## src/rtl/adbus_master.sv

```systemverilog
module adbus_master #(
  parameter logic [7:0] FILL_BYTE = 8'h00
) (
  input  logic         clk,
  input  logic         rst_n,
  input  logic         req_valid,
  input  logic         req_write,
  input  logic [31:0]  req_addr,
  input  logic [1:0]   req_beats,
  input  logic [1:0]   req_width,
  input  logic [127:0] req_wdata,
  output logic         req_ready,
  output logic         req_err,
  input  logic         rdy_n,
  input  logic [31:0]  ad_in,
  output logic [31:0]  ad_out,
  output logic         ad_oe,
  output logic         ctl_oe,
  output logic         ale,
  output logic         ale_n,
  output logic         ads_n,
  output logic [1:0]   a_part,
  output logic [3:0]   be_n,
  output logic         rd_valid,
  output logic [31:0]  rd_data,
  output logic [1:0]   rd_beat,
  output logic         rd_last,
  input  logic         hold_req,
  output logic         hold_ack,
  input  logic         halt
);

  typedef enum logic [2:0] {S_IDLE, S_TA, S_TD, S_HOLD, S_HALT} st_t;
  st_t st;

  logic         wr_r;
  logic [29:0]  wa_r;
  logic [1:0]   sz_r, wd_r, cnt;
  logic [3:0]   pa;
  logic [127:0] wdat_r;

  logic         last_wr;
  logic [29:0]  last_w;
  logic [27:0]  last_hi;
  logic [1:0]   last_pa, last_sz;

  logic [3:0]  step_in, pa_in, step_r;
  logic [4:0]  span, end_in;
  logic        bad_in;
  logic [31:0] bw, lane_word, halt_word;

  assign step_in = 4'd1 << req_width;
  assign pa_in   = req_addr[3:0] & ~(step_in - 4'd1);
  assign span    = 5'(req_beats) * 5'(step_in);
  assign end_in  = {1'b0, pa_in} + span;
  assign bad_in  = (req_width == 2'd3) || (end_in > 5'd15);
  assign step_r  = 4'd1 << wd_r;

  assign bw = wdat_r[{cnt, 5'b0} +: 32];
  always_comb
    case (wd_r)
      2'd0:    lane_word = {{3{FILL_BYTE}}, bw[7:0]};
      2'd1:    lane_word = {{2{FILL_BYTE}}, bw[15:0]};
      default: lane_word = bw;
    endcase

  assign halt_word = last_wr ? {last_w, last_sz} : {last_hi, last_pa, last_sz};

  assign req_ready = (st == S_IDLE) && !halt && !hold_req;
  assign ale       = (st == S_TA);
  assign ale_n     = ~ale;
  assign ads_n     = (st != S_TA);
  assign hold_ack  = (st == S_HOLD);
  assign ctl_oe    = (st != S_HOLD);
  assign ad_oe     = !((st == S_HOLD) || (st == S_TD && !wr_r));
  assign a_part    = pa[3:2];

  always_comb
    case (st)
      S_TA:    ad_out = {wa_r, sz_r};
      S_TD:    ad_out = wr_r ? lane_word : 32'h0;
      S_HALT:  ad_out = halt_word;
      default: ad_out = 32'h0;
    endcase

  always_comb
    case (wd_r)
      2'd0:    be_n = {2'b00, pa[1:0]};
      2'd1:    be_n = {2'b00, pa[1], 1'b0};
      default: be_n = 4'b0000;
    endcase

  always_ff @(posedge clk or negedge rst_n)
    if (!rst_n) begin
      st <= S_IDLE;
      wr_r <= 1'b0; wa_r <= '0; sz_r <= '0; wd_r <= '0; cnt <= '0; pa <= '0;
      wdat_r <= '0;
      last_wr <= 1'b0; last_w <= '0; last_hi <= '0; last_pa <= '0; last_sz <= '0;
      req_err <= 1'b0;
      rd_valid <= 1'b0; rd_data <= '0; rd_beat <= '0; rd_last <= 1'b0;
    end else begin
      req_err  <= req_valid && req_ready && bad_in;
      rd_valid <= 1'b0;
      case (st)
        S_IDLE:
          if (halt) st <= S_HALT;
          else if (hold_req) st <= S_HOLD;
          else if (req_valid && !bad_in) begin
            wr_r   <= req_write;
            wa_r   <= req_addr[31:2];
            sz_r   <= req_beats;
            wd_r   <= req_width;
            pa     <= pa_in;
            cnt    <= 2'd0;
            wdat_r <= req_wdata;
            st     <= S_TA;
          end
        S_TA: st <= S_TD;
        S_TD:
          if (!rdy_n) begin
            last_wr <= wr_r;
            last_sz <= sz_r;
            last_hi <= wa_r[29:2];
            last_pa <= pa[3:2];
            if (wr_r) last_w <= lane_word[31:2];
            else begin
              rd_valid <= 1'b1;
              rd_data  <= ad_in;
              rd_beat  <= cnt;
              rd_last  <= (cnt == sz_r);
            end
            if (cnt == sz_r) st <= S_IDLE;
            else begin
              cnt <= cnt + 2'd1;
              pa  <= pa + step_r;
            end
          end
        S_HOLD: if (!hold_req) st <= S_IDLE;
        S_HALT: if (!halt) st <= S_IDLE;
        default: st <= S_IDLE;
      endcase
    end

endmodule

```

## config.mk

```make
export PLATFORM = sky130hd
export DESIGN_NAME = adbus_master
export DESIGN_NICKNAME = d
export VERILOG_FILES = /design/src/rtl/adbus_master.sv
export SDC_FILE = /design/constraint.sdc
export NUM_CORES = 1
export LEC_CHECK = 0
export ABC_CLOCK_PERIOD_IN_PS = 2240
export BUFFER_PORTS_ARGS = -buffer_cell sky130_fd_sc_hd__buf_2
export CORE_ASPECT_RATIO = 1.1
export CORE_UTILIZATION = 49
export CTS_CLUSTER_SIZE = 24
export DETAILED_ROUTE_END_ITERATION = 16
export HOLD_SLACK_MARGIN = 0.1
export PLACE_DENSITY = 0.79
export SETUP_SLACK_MARGIN = 0.15
export SYNTH_ARGS = -nofsm -noshare
export SYNTH_HDL_FRONTEND = slang
export SYNTH_SLANG_ARGS = --single-unit
```

## constraint.sdc

```tcl
create_clock -name clk -period 2.24 [get_ports clk]
set_input_delay 0.672 -clock clk [delete_from_list [all_inputs] [get_ports clk]]
set_output_delay 0.672 -clock clk [all_outputs]
set_load 0.005 [all_outputs]
```

==> out/results.env <==
OUTCOME='complete, but fails checks'
FAILING_CHECKS='negative setup slack'
PIN_COUNT=285
GRT_BUSIEST_LAYER='met2'
HOLD_PATH_STARTPOINT='req_wdata[83]'
FINAL.MIN_CLOCK_PERIOD_PS=3089
NUM-NETS-FINAL=1565
POST_DRT_WL_PER_CELL_UM=22.12
FIN_UTIL_PCT=72.04
DIE_WIDTH_UM=155.9
WORST_PIN_SLEW_PS=505.3
CRIT_PATH_FREQUENT_CELL='sky130_fd_sc_hd__buf_6'
TIMING.CRITICAL_PATH.REQUIRED_PS=2700
ANT_NETS=0
SYNTH_MOST_COMMON_CELL='sky130_fd_sc_hd__dfrtp_1'
ITER_0_DRT_VIOLATIONS=417
UNREPAIRED_SETUP_ENDPOINTS_AFTER_GLOBAL_ROUTING='yes'
SYNTH.AREA.TOP_CELLS='sky130_fd_sc_hd__dfrtp_1 (53%), sky130_fd_sc_hd__mux2_2 (17%), sky130_fd_sc_hd__mux2_4 (8.2%), sky130_fd_sc_hd__mux2i_1 (4.2%), sky130_fd_sc_hd__nand2_1 (2.6%)'
HOLD_CLASS='in -> reg'
FINALSETUPTNS_PS=-135570
CORE.ROWCOUNT=61
AREA.GROWTH.SYNTH_TO_FINAL_PCT=43.44
HOLD_VIOLATIONS=0
CTS_HTREE_LEVELS=1
CTS_TREE='done'
YS_DOMINANT_REG_CELL='sky130_fd_sc_hd__dfrtp_1'
MAX_SLEW_MARGIN_PCT=66.31
MET1_GRT_UTIL_PCT=33.22
LAYOUT-DRIVE-GT1-SHARE_PCT=62.37
GRT.OVERFLOW.TOTAL=0
STATIC-LEAKAGE-POWER_nW=8.721
VIAS_PER_CELL=5.482
FIRST_PASS_ITERS=5
WORSTHOLDPATHCELLS=2
CP_DATA_ARRIVAL_TIME_PS=3550
CTS_MADE_BUFFERS=29
NETLIST.AREA_LEADER.SHARE_PCT=53.32
FLOORPLAN.INITIALDENSITY_PCT=50.22
SYNTH_SEQ_AREA_SHARE_PCT=53.32
WORST-SETUP-PATH-TYPE='in -> reg'
SYN-CELL-AREA_UM2=12760
CLK_PATH_BUF_DEPTH=3
VIA_COUNT_OF_THE_FIRST_GLOBAL_ROUTING_PASS=9824
FINAL.PERIOD_UTILIZATION_PCT=137.9
PWR_DENSITY_CELL_nW_PER_UM2=1367
FF2FF_SETUP_SLACK_PS=-120
ANTENNA_FOUND_INITIAL=13
TIMING.CRITICAL_PATH.SLOWEST_CELL_DELAY_PS=530
SYNTH_WARNINGS=0
GRT_FIRST_PASS_WIRELENGTH_UM=55880
DPL.HPWL_UM=23300
IO_BUFFER_COUNT=282
FIN_AREA_UM2=18310
CLOCKROOTBUFFER='sky130_fd_sc_hd__clkbuf_16'
TIMING.CRITICAL_PATH.TO_TYPE='flop'
PLACE_CONGESTION=0.8555
CLK-INSERTION-DELAY-LATE_PS=550
CRITICAL_PATH_BUF_INV_COUNT=7
SYNTH-EDFF-COUNT=0
POST_SYNTH_MOST_FREQUENT_CELLS='sky130_fd_sc_hd__dfrtp_1 (272), sky130_fd_sc_hd__mux2_2 (188), sky130_fd_sc_hd__nand2_1 (87)'
R2R-END='wdat_r[63]$_DFFE_PN0P_'
R2R_START='st[2]$_DFFE_PN0P_'
SYNTH_LARGEST_AREA_CELL='sky130_fd_sc_hd__dfrtp_1'
CLOCK-SINKS=272
YS_ASYNC_SR_FRACTION_PCT=100.0
GLOBALROUTETOTALUTIL_PCT=27.73
GR-USAGE-MET2_PCT=47.73
CRIT_FANOUT=5
CTS.CLK_SLEW.WORST_PATHS_PS=60
TIMING.CRITICAL_PATH.SLOWEST_STAGE_CELL='sky130_fd_sc_hd__fa_1'
FLOORPLAN.DIE.HEIGHT_UM=171.3
ROUTED_WIRELENGTH_UM=38260
VDD_IR_DROP_MAX_mV=1.033
SETUP_SLACK_PS=-849.4
MAXCAPVIOLCOUNT=0
FINALSETUPVIOLATIONS=208
SYNTH.DISTINCT_CELLS=46
CRIT_PATH_START_KIND='input port'
DIE_FOOTPRINT_UM2=26700
COREAREA_UM2=25420
FF2FF_PATH_DEPTH=10
PLACED_CELLS=1587
HOLD_PATH_END='wdat_r[83]$_DFFE_PN0P_'
PLACED_AREA_UM2=15200
FINCLKSKEW_PS=12.27
LAYOUTNONFILLERINSTCOUNT=1730
GRT_USE_MET3_PCT=5.669
DRT_DRC_VIOLATIONS_LEFT=0
TIMING.FINAL.MAX_SLEW_VIOLATIONS=0
YS_SEQ_ELEMENTS=272
CRIT_CHAIN='buf_12 > nor2b_4 > nand2_2 > fa_1 > inv_2 > ha_4 > a21o_1 > buf_6 > buf_6 > buf_6 > buf_6 > a2111oi_4 > buf_4 > o32ai_4 > or2_1 > o21ai_1'
PIN_COUNT_OF_THE_BIGGEST_NET_ENTERING_GLOBAL_ROUTING=60
DETAILROUTE.VIA_COUNT=9483
SYNTH_CELLS=937
CRIT_FAMILY='compound AO/OA/AOI/OAI gates'
MAXCLOCKFREQUENCY_MHz=323.7
POSTSYNTHAREAPERCELL_UM2=13.62
what timing repair did:
| item | CTS | global route |
|---|---|---|
| pin swaps | 26 | 28 |
| endpoints found under the setup margin | 212 | 229 |
| resized for setup | 158 | 82 |
| hold buffers | 1 | 0 |
| gates cloned | 18 | 1 |
| setup buffers | 39 | 20 |
| hold endpoints to repair | 48 | 0 |
per-layer routing:
layer | wire length, µm | up-vias | part of all wire [%]
met5 | 56 | - | 0.15
met1 | 14120 | 4765 | 37
li1 | - | 4222 | -
met3 | 2622 | 90 | 6.9
met2 | 19860 | 396 | 52
met4 | 1596 | 10 | 4.2
how the worst max path moves through the flow:
stage	startpoint	end	cells past startpoint
floorplan	req_width[1]	wdat_r[17]$_DFFE_PN0P_	13
global route	req_width[0]	cnt[0]$_DFFE_PN0P_	17
CTS	cnt[1]$_DFFE_PN0P_	ad_out[28]	8
finish	req_width[0]	cnt[0]$_DFFE_PN0P_	16
global placement	req_width[0]	wa_r[4]$_DFFE_PN0P_	13
detailed placement	req_width[0]	wa_r[6]$_DFFE_PN0P_	13
cell families (layout without fill, tap and decap cells):
family                     count (synthesis)  after routing  synth area share, %
muxes                                    321            321                30.64
DFF                                      272            272                53.32
buffers and inverters                     84            520                3.431
xor gates and xnor gates                   6              6               0.4117
AOI/OAI and AO/OA                        112            112                6.264
adders and majority gates                 11             11                1.313
other                                      1             12              0.02938
and+or+nand+nor                          130            130                4.587
cells in the final DEF (no fill, tap or decap), drive strengths merged, types with 2 or more instances in the layout:
| cell type | n |
|---|---|
| bufinv | 7 |
| a221o | 6 |
| inv | 19 |
| mux2i | 54 |
| fa | 4 |
| ha | 7 |
| nand2b | 5 |
| clkinvlp | 2 |
| conb | 2 |
| o31ai | 24 |
| nor2b | 4 |
| a21oi | 8 |
| clkbuf | 38 |
| mux2 | 258 |
| and2 | 5 |
| nor3 | 2 |
| dfrtp | 272 |
| a2111oi | 2 |
| a21o | 4 |
| o21ai | 32 |
| nor2 | 19 |
| clkinv | 7 |
| mux4 | 9 |
| or3 | 2 |
| o221ai | 23 |
| diode | 10 |
| buf | 446 |
| xnor2 | 6 |
| nand2 | 87 |
| a222oi | 2 |
| o22a | 5 |
power by group:
part	total, W	switching, W	internal [W]
clock network	0.00541	0.00206	0.00335
registers	0.00884	0.00155	0.00729
logic	0.0108	0.00467	0.00612
total	0.0250	0.00827	0.0168
metrics by stage:
stage | total power, W | hold slack [ps] | worst slack [ps]
finish | 0.02504 | 349.1 | -849.4
global route | 0.02625 | 337.0 | -894.5
CTS | 0.02402 | 331.8 | -729.3
detailed placement | 0.01733 | 466.7 | -1182
global placement | 0.01693 | 460.1 | -1103
floorplan | 0.01380 | 376.4 | -828.8
cell type report:
class                      instances  area (µm²)
tap                              346       432.9
timing repair buffer             448        3756
antenna                           10       25.02
clock buffer                      37       805.8
multi-input combinational        582        6122
clock inverter                    17       276.5
fill                            1645        7106
sequential                       272        6819
inverter                          18       72.57
flip-flops by register name (all words and copies together), names as in the netlist, 2 cells and up:
register	cells
wd_r	2
st	3
last_sz	2
last_pa	2
wa_r	30
cnt	2
rd_beat	2
pa	4
sz_r	2
last_hi	28
wdat_r	128
rd_data	32
last_w	30
Note: power is estimated with default switching activity, not from simulation.
